===== src/rtl/iso_link_pkg.sv =====
`timescale 1ns/1ps
package iso_link_pkg;
  typedef struct packed {
    logic vld;
    logic lvl;
  } msg_t;
endpackage


===== src/rtl/iso_pwrup_hold.sv =====
`timescale 1ns/1ps
module iso_pwrup_hold #(
  parameter int unsigned HOLD_CYC = 6000
) (
  input  logic clk_i,
  input  logic rst_ni,
  output logic run_o
);
  localparam int unsigned CW = $clog2(HOLD_CYC + 1);
  logic [CW-1:0] cnt_q;

  always_ff @(posedge clk_i or negedge rst_ni) begin
    if (!rst_ni)                     cnt_q <= '0;
    else if (cnt_q != CW'(HOLD_CYC)) cnt_q <= cnt_q + 1'b1;
  end

  assign run_o = (cnt_q == CW'(HOLD_CYC));
endmodule


===== src/rtl/iso_tx_lane.sv =====
`timescale 1ns/1ps
module iso_tx_lane
  import iso_link_pkg::*;
#(
  parameter int unsigned REFRESH_CYC = 1000
) (
  input  logic clk_i,
  input  logic rst_ni,
  input  logic run_i,
  input  logic en_i,
  input  logic pin_i,
  output msg_t msg_o
);
  localparam int unsigned TW = $clog2(REFRESH_CYC);

  logic          last_q, en_q;
  logic [TW-1:0] tmr_q;
  msg_t          msg_q;
  logic          lvl_now, chg, en_rise, tmr_hit, send;

  always_comb begin
    lvl_now = en_i ? pin_i : last_q;   // frozen while disabled
    chg     = en_i & (pin_i ^ last_q);
    en_rise = en_i & ~en_q;
    tmr_hit = (tmr_q == TW'(REFRESH_CYC - 1));
    send    = run_i & (chg | tmr_hit | en_rise);
  end

  always_ff @(posedge clk_i or negedge rst_ni) begin
    if (!rst_ni) begin
      last_q <= 1'b0;
      en_q   <= 1'b1;
      tmr_q  <= '0;
      msg_q  <= '0;
    end else begin
      en_q      <= en_i;
      msg_q.vld <= send;
      msg_q.lvl <= lvl_now;
      if (!run_i) begin
        last_q <= pin_i;               // track so run start is not an edge
        tmr_q  <= '0;
      end else begin
        last_q <= lvl_now;
        tmr_q  <= send ? '0 : tmr_q + 1'b1;
      end
    end
  end

  assign msg_o = msg_q;
endmodule


===== src/rtl/iso_barrier_pipe.sv =====
`timescale 1ns/1ps
module iso_barrier_pipe
  import iso_link_pkg::*;
#(
  parameter int unsigned NUM_LINES   = 5,
  parameter int unsigned BARRIER_CYC = 3
) (
  input  logic                 clk_i,
  input  logic                 rst_ni,
  input  logic                 run_i,
  input  msg_t [NUM_LINES-1:0] msg_i,
  output msg_t [NUM_LINES-1:0] msg_o
);
  if (BARRIER_CYC == 0) begin : g_wire
    assign msg_o = msg_i;
  end else begin : g_pipe
    msg_t [NUM_LINES-1:0] stg_q [BARRIER_CYC];

    always_ff @(posedge clk_i or negedge rst_ni) begin
      if (!rst_ni) begin
        for (int k = 0; k < int'(BARRIER_CYC); k++) stg_q[k] <= '0;
      end else if (!run_i) begin
        for (int k = 0; k < int'(BARRIER_CYC); k++) stg_q[k] <= '0;
      end else begin
        stg_q[0] <= msg_i;
        for (int k = 1; k < int'(BARRIER_CYC); k++) stg_q[k] <= stg_q[k-1];
      end
    end

    assign msg_o = stg_q[BARRIER_CYC-1];
  end
endmodule


===== src/rtl/iso_rx_lane.sv =====
`timescale 1ns/1ps
module iso_rx_lane
  import iso_link_pkg::*;
(
  input  logic clk_i,
  input  logic rst_ni,
  input  logic run_i,
  input  msg_t msg_i,
  output logic lvl_o,
  output logic valid_o
);
  always_ff @(posedge clk_i or negedge rst_ni) begin
    if (!rst_ni) begin
      lvl_o   <= 1'b0;
      valid_o <= 1'b0;
    end else if (!run_i) begin
      lvl_o   <= 1'b0;
      valid_o <= 1'b0;
    end else if (msg_i.vld) begin
      lvl_o   <= msg_i.lvl;
      valid_o <= 1'b1;
    end
  end
endmodule


===== src/rtl/iso_edge_link.sv =====
`timescale 1ns/1ps
module iso_edge_link
  import iso_link_pkg::*;
#(
  parameter int unsigned NUM_LINES    = 5,
  parameter int unsigned SYS_TX_LINES = 3,
  parameter int unsigned REFRESH_CYC  = 1000,
  parameter int unsigned PWRUP_CYC    = 6000,
  parameter int unsigned BARRIER_CYC  = 3
) (
  input  logic                 clk_i,
  input  logic                 sys_rst_ni,
  input  logic                 fld_rst_ni,
  input  logic                 sys_en_i,
  input  logic                 fld_en_i,
  input  logic [NUM_LINES-1:0] sys_pin_i,
  output logic [NUM_LINES-1:0] sys_pin_o,
  output logic [NUM_LINES-1:0] sys_pin_oe_o,
  input  logic [NUM_LINES-1:0] fld_pin_i,
  output logic [NUM_LINES-1:0] fld_pin_o,
  output logic [NUM_LINES-1:0] fld_pin_oe_o
);
  function automatic logic [NUM_LINES-1:0] low_mask(int unsigned n);
    logic [NUM_LINES-1:0] m;
    m = '0;
    for (int i = 0; i < int'(NUM_LINES); i++) m[i] = (i < int'(n));
    return m;
  endfunction

  localparam logic [NUM_LINES-1:0] SYS_MASK = low_mask(SYS_TX_LINES);

  logic                 both_rst_n, run;
  logic [NUM_LINES-1:0] tx_pin, tx_en, rx_arr, rx_lvl, rx_valid;
  msg_t [NUM_LINES-1:0] tx_msg, rx_msg;

  // reset on either side restarts the whole link
  assign both_rst_n = sys_rst_ni & fld_rst_ni;

  iso_pwrup_hold #(.HOLD_CYC(PWRUP_CYC)) u_hold (
    .clk_i (clk_i),
    .rst_ni(both_rst_n),
    .run_o (run)
  );

  assign tx_pin = (SYS_MASK & sys_pin_i) | (~SYS_MASK & fld_pin_i);
  assign tx_en  = (SYS_MASK & {NUM_LINES{sys_en_i}}) | (~SYS_MASK & {NUM_LINES{fld_en_i}});

  for (genvar i = 0; i < int'(NUM_LINES); i++) begin : g_tx
    iso_tx_lane #(.REFRESH_CYC(REFRESH_CYC)) u_tx (
      .clk_i (clk_i),
      .rst_ni(both_rst_n),
      .run_i (run),
      .en_i  (tx_en[i]),
      .pin_i (tx_pin[i]),
      .msg_o (tx_msg[i])
    );
  end

  iso_barrier_pipe #(.NUM_LINES(NUM_LINES), .BARRIER_CYC(BARRIER_CYC)) u_bar (
    .clk_i (clk_i),
    .rst_ni(both_rst_n),
    .run_i (run),
    .msg_i (tx_msg),
    .msg_o (rx_msg)
  );

  for (genvar i = 0; i < int'(NUM_LINES); i++) begin : g_rx
    assign rx_arr[i] = rx_msg[i].vld;
    iso_rx_lane u_rx (
      .clk_i  (clk_i),
      .rst_ni (both_rst_n),
      .run_i  (run),
      .msg_i  (rx_msg[i]),
      .lvl_o  (rx_lvl[i]),
      .valid_o(rx_valid[i])
    );
  end

  assign fld_pin_o    = SYS_MASK & rx_lvl;
  assign fld_pin_oe_o = SYS_MASK & rx_valid & {NUM_LINES{fld_en_i & run}};
  assign sys_pin_o    = ~SYS_MASK & rx_lvl;
  assign sys_pin_oe_o = ~SYS_MASK & rx_valid & {NUM_LINES{sys_en_i & run}};
endmodule


===== config.mk =====
export PLATFORM = sky130hd
export DESIGN_NAME = iso_edge_link
export DESIGN_NICKNAME = d
export VERILOG_FILES = /design/src/rtl/iso_link_pkg.sv /design/src/rtl/iso_pwrup_hold.sv /design/src/rtl/iso_tx_lane.sv /design/src/rtl/iso_barrier_pipe.sv /design/src/rtl/iso_rx_lane.sv /design/src/rtl/iso_edge_link.sv
export SDC_FILE = /design/constraint.sdc
export NUM_CORES = 1
export LEC_CHECK = 0
export BUFFER_PORTS_ARGS = -buffer_cell sky130_fd_sc_hd__buf_2
export CAP_MARGIN = 20
export CORE_MARGIN = 3
export CORE_UTILIZATION = 45
export CTS_CLUSTER_SIZE = 25
export DETAILED_ROUTE_END_ITERATION = 16
export MAX_ROUTING_LAYER = met4
export SYNTH_ARGS = -nofsm -noshare
export SYNTH_HDL_FRONTEND = slang
export SYNTH_HIERARCHICAL = 1
export SYNTH_SLANG_ARGS = --single-unit

===== constraint.sdc =====
create_clock -name clk_i -period 5.2 [get_ports clk_i]
set_input_delay 0.52 -clock clk_i [delete_from_list [all_inputs] [get_ports clk_i]]
set_output_delay 0.52 -clock clk_i [all_outputs]
set_load 0.02 [all_outputs]

==> results.json, run 1 <==
{
  "cp_data_arrival_time_ns": 2.37,
  "via_per_inst": 4.864,
  "wl_met1_um": 3832,
  "postRouteAntennaNets": 0,
  "h-tree-depth": 4,
  "clock.fmax_mhz": 346.3,
  "wl_um": 7818,
  "fin_hold_ws_ns": 0.07650,
  "setup_viol": 0,
  "nFillCells": 934,
  "via_count": 2972,
  "grt_usage_pct": 14.31,
  "clkLatencyLatePin_ns": 0.41,
  "rows": 38,
  "syn_inst": 436,
  "die_y_um": 114.0,
  "grt_max_degree": 81,
  "yosys_register_bits": 123,
  "multi_input_area_sq_um": 1957,
  "die_x_um": 114.0,
  "io_buffers": 19,
  "nets": 480,
  "slew_viol_final": 0,
  "regArea_sq_um": 3084,
  "gp_congestion": 0.7736,
  "top_layer": "met4",
  "ys_types": 38,
  "crit_path_start_kind": "flop",
  "dr_wl_met3_um": 318,
  "synthFlopType": "dfrtp_1",
  "dp_hpwl_um": 4713,
  "synth_area_sq_um": 5250,
  "hold_viol": 0,
  "status": "finished, final reports clean",
  "finClkSkew_ns": 0.009601,
  "synth_edf_count": 0,
  "post-route-period-util_pct": 55.52,
  "cp_max_fo": 60,
  "wl_met2_um": 3620,
  "drt-initial-drc-count": 202,
  "most-common-layout-cells": "118 x dfrtp_1, 49 x nor2_1, 34 x xnor2_1, 29 x and2_1, 22 x xor2_1",
  "cts_sinks": 123,
  "leakagePower_nw": 2.759,
  "powerDensity_nw_per_um2": 391.6,
  "fin_crit_ns": 2.887,
  "avgSynthCellArea_sq_um": 12.04,
  "postCtsSetupBuffers": 0,
  "grt_pass1_wl_um": 14100,
  "yosysWarningCount": 6,
  "vdd_ir_drop_max_uv": 317.8,
  "antennaDiodeCount": 0,
  "core_sq_um": 11130,
  "clockBufferDepth": 2,
  "max-slew-margin-rel_pct": 64.27,
  "finalSetupTns_ns": 0,
  "area_delta_synth_final_pct": 16.21,
  "synth-seq-area-share_pct": 58.75,
  "cp_data_required_time_ns": 4.68,
  "start_util_pct": 47.19,
  "die_area_sq_um": 13000,
  "grt_antenna_before_repair": 0,
  "min_path_type": "in -> async",
  "grt_pass1_vias": 3035,
  "cts_hold_buf": 0,
  "drc_errors": 0,
  "cts-root-buf": "clkbuf_16",
  "cts_resized": 0,
  "async_reset_ff_share_pct": 100.0,
  "cts_buffers": 17,
  "drv_cap": 0,
  "first_pass_iters": 4,
  "tightest_slew_ns": 0.5360,
  "end_kind": "primary output",
  "wl_per_cell_um": 12.80,
  "path_clk_slew_ns": 0.05,
  "ioPinCount": 35,
  "overflow": 0,
  "rsz0062_at_grt": "no",
  "worstSetupPathType": "reg -> out",
  "cts_tree": "yes",
  "power_mw": 2.389,
  "drive_gt1_share_pct": 20.17,
  "final_common_cell": "dfrtp_1"
}
[synthesized netlist by cell type, types with 9 or more instances]
library cell	count	area share, %
nand4_1	19	2.3
xnor2_1	34	5.7
and4_1	10	1.7
buf_4	20	2.9
xor2_1	22	3.7
dfrtp_1	118	56
nand3_1	15	1.4
mux2_2	10	2.1
nor2_1	49	3.5
inv_1	13	0.93
and3_1	9	1.1
and2_1	30	3.6
[critical path, stage by stage (launching register included)]
cell and delay (ns):
dfrtp_1 0.40, inv_1 0.10, ha_1 0.14, and4bb_2 0.23
nand4_2 0.17, inv_1 0.09, buf_4 0.42, and3_1 0.23
buf_2 0.16
[final timing paths]
check	cells after the start	from	endpoint	slack (ns)
worst max-delay path	8	u_hold/cnt_q[0]	fld_pin_oe_o[2]	2.31
worst min-delay path	2	fld_rst_ni	u_bar/msg_o[8]	0.08
worst max register to register	8	u_hold/cnt_q[0]	g_tx[0].u_tx/tmr_q[9]	2.82
worst min register to register	1	u_bar/g_pipe.stg_q[18]	u_bar/msg_o[8]	0.45
max in group asynchronous	4	sys_rst_ni	g_tx[3].u_tx/en_q	3.94
min in group clk_i	1	fld_en_i	g_tx[4].u_tx/en_q	0.29
[logic make-up after synthesis]
kind of cell / after synthesis / synth area share, %
adder cells (fa/ha/maj): 7 / 1.668
AO/OA/AOI/OAI: 16 / 2.121
AND/OR/NAND/NOR: 176 / 19.99
other: 1 / 0.07143
buffers and inverters: 41 / 4.671
XOR/XNOR: 56 / 9.342
flip-flops: 123 / 58.75
multiplexers: 16 / 3.384
[flip-flops by register name, indices dropped and copies added (netlist names)]
signal              flops
g_tx.u_tx/tmr_q        50
u_bar/g_pipe.stg_q     20
u_hold/cnt_q           13
g_tx.u_tx/msg_o        10
u_bar/msg_o            10
g_rx.u_rx/lvl_o         5
g_rx.u_rx/valid_o       5
g_tx.u_tx/en_q          5
g_tx.u_tx/last_q        5
[report_power, final]
part	internal, mW	leakage [nW]	total [mW]	switching [mW]
Clock	0.970	0.340	1.37	0.404
Combinational	0.0125	0.760	0.0465	0.0340
Sequential	0.967	1.66	0.969	0.00230
Total	1.95	2.76	2.39	0.440
[per-stage QoR]
stage | instances | setup WS, ns | instance area, sq um | util [%]
6_report | 611 | 2.313 | 6101 | 54.84
5_1_grt | 611 | 2.079 | 6101 | 54.84
4_1_cts | 610 | 2.242 | 6073 | 54.59
3_5_place_dp | 578 | 2.709 | 5375 | 48.31
3_3_place_gp | 578 | 2.718 | 5375 | 48.31
2_1_floorplan | 445 | 0.7830 | 5284 | -
[metal layers]
metal  vias up  GRT usage, %
met5         -             -
met4         0         5.463
met3         5         6.101
met2        37         21.47
met1      1454         17.20
li1       1476             -
[area by class of cell]
class	count	share of cell area [%]
clock inverter	12	3.958
tap	140	2.871
multi-input combinational	281	32.08
clock buffer	20	7.486
sequential	123	50.55
timing repair buffer	22	2.256
inverter	13	0.7998
(Power assumes the default switching activity.)
==> run 2, diff against run 1 <==
- ABC_AREA: not set -> 1
- clock period: 5.2 -> 2.9 ns (I/O delays scaled with it)
==> results.json, run 2 <==
{
  "overflow": 0,
  "ys_types": 28,
  "wl_um": 9553,
  "avgSynthCellArea_sq_um": 8.667,
  "grt_pass1_wl_um": 17360,
  "top_regs": "g_tx.u_tx/tmr_q (50), u_bar/g_pipe.stg_q (20), u_hold/cnt_q (13)",
  "cts_buffers": 17,
  "vdd_ir_drop_max_uv": 348.1,
  "rows": 41,
  "io_buffers": 19,
  "wl_per_cell_um": 10.67,
  "core_sq_um": 12720,
  "finClkSkew_ns": 0.006552,
  "area_delta_synth_final_pct": 13.10,
  "pre_cts_ws_ns": 0.9570,
  "leakagePower_nw": 3.246,
  "nets": 732,
  "cp_data_required_time_ns": 2.61,
  "final_common_cell": "nand2_1",
  "synth_area_sq_um": 5902,
  "gp_congestion": 0.7959,
  "status": "finished, final reports clean",
  "dp_hpwl_um": 6621,
  "rrSetupSlack_ns": 0.97,
  "synth_common_cells": "180 x nand2_1, 118 x dfrtp_1, 106 x inv_1",
  "finalSetupTns_ns": 0,
  "clkLatencyLatePin_ns": 0.40,
  "async_reset_ff_share_pct": 100.0,
  "most-common-layout-cells": "180 x nand2_1, 118 x dfrtp_1, 105 x inv_1, 80 x nor2_1, 44 x nand3_1",
  "synth_area_leaders": "dfrtp_1 50%, nand2_1 11%, inv_1 6.7%",
  "grt_max_degree": 58,
  "via_count": 4075,
  "synthMostInstantiatedCell": "nand2_1",
  "syn_inst": 681,
  "tightest_slew_ns": 0.6842,
  "h-tree-depth": 4,
  "first_pass_iters": 6,
  "rr_startpoint": "u_hold/cnt_q[0]",
  "synth_top_cell_by_area": "dfrtp_1",
  "setup_viol": 0,
  "clockBufferDepth": 2,
  "die_x_um": 120.5,
  "end_kind": "primary output",
  "drive_gt1_share_pct": 15.35,
  "grt_pass1_vias": 4128,
  "grt_usage_pct": 15.26,
  "cts_resized": 0,
  "largest_reg_flops": 50,
  "worstSetupPathType": "reg -> out",
  "rsz0062_at_grt": "no",
  "yosysWarningCount": 6,
  "drv_cap": 0,
  "drt-initial-drc-count": 212,
  "cp_max_fo": 4,
  "via_per_inst": 4.553,
  "min_path_type": "in -> async",
  "yosys_register_bits": 123,
  "post-route-period-util_pct": 75.63,
  "die_y_um": 120.5,
  "slew_viol_final": 0,
  "fin_util_pct": 52.47,
  "reg2reg_to": "g_tx[0].u_tx/tmr_q[4]",
  "path_clk_slew_ns": 0.05,
  "synth_edf_count": 0,
  "postCtsSetupBuffers": 0,
  "synthFlopType": "dfrtp_1",
  "antennaDiodeCount": 0,
  "ioPinCount": 35,
  "cts_tree": "yes",
  "drc_errors": 0,
  "rr_worst_depth": 8,
  "powerDensity_nw_per_um2": 563.1,
  "synth-seq-area-share_pct": 52.26,
  "start_util_pct": 46.39,
  "fin_crit_ns": 2.193,
  "clock.fmax_mhz": 456.0,
  "grt_antenna_before_repair": 0,
  "hold_viol": 0,
  "postRouteAntennaNets": 0,
  "setup_ws_ns": 0.7068,
  "die_area_sq_um": 14530,
  "top_register": "g_tx.u_tx/tmr_q",
  "cts-root-buf": "clkbuf_16",
  "cts_sinks": 123,
  "max-slew-margin-rel_pct": 54.29,
  "cts_hold_buf": 0,
  "crit_path_start_kind": "flop",
  "synth_top_area_share_pct": 50.03,
  "cp_data_arrival_time_ns": 1.90
}
-- run 2: cell types whose count changed after synthesis, moves of 9 or more --
cell / change
and2_1: -30
nand2_2: +12
nor2_4: +16
nand2_1: +176
nor2_1: +31
xor2_1: -12
nand3_1: +29
and3_1: -9
and4_1: -10
xnor2_1: -22
mux2_2: -10
inv_1: +93
-- run 2: cell type report --
cell class | instances | area (sq um)
Fill cell | 1196 | 6047
Sequential cell | 123 | 3084
Multi-Input combinational cell | 436 | 2273
Clock buffer | 23 | 478.0
Inverter | 108 | 409.1
Tap cell | 172 | 215.2
Timing Repair Buffer | 24 | 145.1
Clock inverter | 9 | 70.07
-- run 2: report_power, final --
| part | leakage [nW] | switching, mW | internal [mW] |
|---|---|---|---|
| Sequential | 1.66 | 0.00425 | 1.73 |
| Combinational | 1.31 | 0.0687 | 0.0176 |
| Clock | 0.280 | 0.702 | 1.23 |
-- run 2: how the worst max path moves through the flow --
stage	startpoint	endpoint	slack [ns]	depth (start not counted)
2_1_floorplan	u_hold/cnt_q[0]	fld_pin_oe_o[0]	0.24	7
3_3_place_gp	u_hold/cnt_q[0]	g_tx[1].u_tx/tmr_q[9]	1.00	8
3_5_place_dp	u_hold/cnt_q[0]	g_tx[1].u_tx/tmr_q[8]	0.96	8
4_1_cts	u_hold/cnt_q[0]	fld_pin_oe_o[0]	0.66	8
5_1_grt	u_hold/cnt_q[0]	fld_pin_oe_o[2]	0.46	8
6_report	u_hold/cnt_q[0]	fld_pin_oe_o[0]	0.71	8
-- run 2: cell families after synthesis --
group / share of synthesized area (%)
adders and majority gates: 1.484
AOI/OAI and AO/OA: 3.053
buffers and inverters: 9.985
and+or+nand+nor: 29.89
DFF: 52.26
xor gates and xnor gates: 3.265
other: 0.06354
-- run 2: critical path: stages (launching register included) --
cell and delay [ns]:
dfrtp_1 0.41, inv_1 0.09, ha_1 0.17, nand2_1 0.05, nor2_1 0.11, nor3b_4 0.27
nand2_1 0.14, nor2_1 0.10, buf_2 0.17
-- run 2: metal layers --
layer	vias to the layer above	track usage, %	wire [um]
met5	-	-	0
met4	0	6.020	91
met3	9	4.864	339
met2	41	25.81	4778
met1	1919	16.81	4343
li1	2106	-	-
-- run 2: metrics by stage --
step | hold slack (ns) | area, sq um | std cells | power (mW)
finish | 0.03241 | 6675 | 895 | 3.758
global route | 0.05118 | 6675 | 895 | 3.908
CTS | 0.04189 | 6675 | 895 | 3.815
detailed placement | 0.4192 | 6127 | 863 | 1.857
global placement | 0.4153 | 6127 | 863 | 1.853
floorplan | 0.2945 | 5951 | 690 | 1.834
==> run 3, diff against run 2 <==
- clock period: 2.9 -> 2 ns (I/O delays scaled with it)
==> results.json, run 3 (synthesis gave the netlist of run 2 again) <==
{
  "top_register": "g_tx.u_tx/tmr_q",
  "grt_pass1_wl_um": 17370,
  "clkLatencyLatePin_ns": 0.41,
  "min_path_type": "in -> reg",
  "cp_data_required_time_ns": 1.80,
  "end_kind": "primary output",
  "crit_chain": "inv_2 -> ha_4 -> nand2_2 -> nor2_1 -> nor3b_4 -> nand2_2 -> nor2_1 -> buf_4",
  "area_delta_synth_final_pct": 15.77,
  "dr_wl_met3_um": 395,
  "drive_gt1_share_pct": 17.87,
  "cp_data_arrival_time_ns": 1.77,
  "die_y_um": 120.5,
  "gp_congestion": 0.8474,
  "finalNonFillerCells": 905,
  "crit_slowest_cell": "dfrtp_1",
  "cp_max_fo": 4,
  "dp_cells": 863,
  "overflow": 0,
  "grt_pass1_vias": 4010,
  "nFillCells": 1193,
  "io_buffers": 19,
  "fin_util_pct": 53.71,
  "rows": 41,
  "dp_hpwl_um": 6505,
  "core_sq_um": 12720,
  "via_count": 4092,
  "final_common_cell": "nand2_1",
  "vdd_ir_drop_max_uv": 980.8,
  "die_area_sq_um": 14530,
  "cpPeakStageDelay_ns": 0.39,
  "grt_max_degree": 54,
  "wl_um": 9558,
  "powerDensity_nw_per_um2": 777.2,
  "pre_cts_ws_ns": 0.1365,
  "die_x_um": 120.5,
  "clockBufferDepth": 2,
  "crit_path_start": "u_hold/cnt_q[0]",
  "drv_cap": 0,
  "via_per_inst": 4.522,
  "rr_startpoint": "u_hold/cnt_q[0]",
  "cts_tree": "yes",
  "ioPinCount": 35,
  "wl_per_cell_um": 10.56,
  "drc_errors": 0,
  "slew_viol_final": 0,
  "top_layer": "met4",
  "setup_viol": 0,
  "cts-root-buf": "clkbuf_16",
  "cts_sinks": 123,
  "postRouteAntennaNets": 0,
  "h-tree-depth": 4,
  "finClkSkew_ns": 0.007392,
  "rsz0062_at_grt": "yes",
  "post-route-period-util_pct": 98.74,
  "antennaDiodeCount": 0,
  "path_clk_slew_ns": 0.05,
  "wl_met1_um": 4430,
  "hold_viol": 0,
  "nets": 742,
  "wl_met2_um": 4537,
  "clock.fmax_mhz": 506.4,
  "drt-initial-drc-count": 306,
  "most-common-layout-cells": "175 x nand2_1, 117 x dfrtp_1, 103 x inv_1, 78 x nor2_1, 44 x nand3_1",
  "largest_reg_flops": 50,
  "min_from": "sys_en_i",
  "crit_path_start_kind": "flop",
  "grt_usage_pct": 15.08,
  "fin_crit_ns": 1.975,
  "setup_ws_ns": 0.02521,
  "status": "finished, final reports clean",
  "start_util_pct": 46.39,
  "leakagePower_nw": 3.284,
  "top_regs": "g_tx.u_tx/tmr_q (50), u_bar/g_pipe.stg_q (20), u_hold/cnt_q (13)",
  "cts_buffers": 17,
  "worstSetupPathType": "reg -> out",
  "first_pass_iters": 5,
  "grt_antenna_before_repair": 0
}
==> run 3: stage by stage <==
stage	total power [mW]	hold slack (ns)	cell area, sq um	setup TNS [ns]
3_5_place_dp	2.695	0.2849	6157	0
3_3_place_gp	2.691	0.2858	6157	0
6_report	5.311	0.01535	6833	0
4_1_cts	5.403	0.005242	6793	-0.01816
2_1_floorplan	2.659	0.2045	5956	-22.60
5_1_grt	5.533	0.01483	6833	-0.4874
==> run 3: area by class of cell <==
class                           instances  area [sq um]  share of cell area, %
Sequential cell                       123          3085                  45.16
Tap cell                              172         215.2                  3.150
Clock inverter                         13         78.83                  1.154
Inverter                              108         409.1                  5.988
Multi-Input combinational cell        436          2303                  33.71
Clock buffer                           19         442.9                  6.482
Timing Repair Buffer                   34         297.8                  4.358
==> run 3: power breakdown <==
group	internal, mW	leakage (nW)	switching, mW
sequential	2.51	1.66	0.00565
clock	1.59	0.254	1.07
combinational	0.0321	1.37	0.101
==> run 3: worst max-delay path, delay by kind of cell, from the launching register on <==
family        cells  cell delay (ns)
buf+inv           2             0.22
flops             1             0.39
fa+ha+maj         1             0.13
simple gates      5             0.63
==> run 3: per-layer routing <==
layer | vias to the layer above | GRT usage (%)
met5 | - | -
met4 | 0 | 6.657
met3 | 15 | 4.303
met2 | 56 | 23.05
met1 | 1888 | 18.82
li1 | 2133 | -
==> run 3: worst paths after layout <==
check / endpoint / slack [ns] / cells past startpoint
min in group asynchronous: u_hold/cnt_q[5] / 0.41 / 4
setup / recovery: fld_pin_oe_o[1] / 0.03 / 8
max in group asynchronous: g_tx[2].u_tx/en_q / 0.43 / 6
hold / removal: g_tx[1].u_tx/en_q / 0.02 / 1
setup reg to reg: g_tx[3].u_tx/tmr_q[6] / 0.23 / 9
hold reg to reg: u_bar/g_pipe.stg_q[16] / 0.43 / 2
==> run 3: what timing repair did <==
action,in CTS,in global routing
pin swaps,6,1
resized for setup,15,3
cloned,0,1
buffers inserted,6,0
endpoints found under the setup margin,5,6
hold endpoints to repair,18,0
hold buffers,3,0
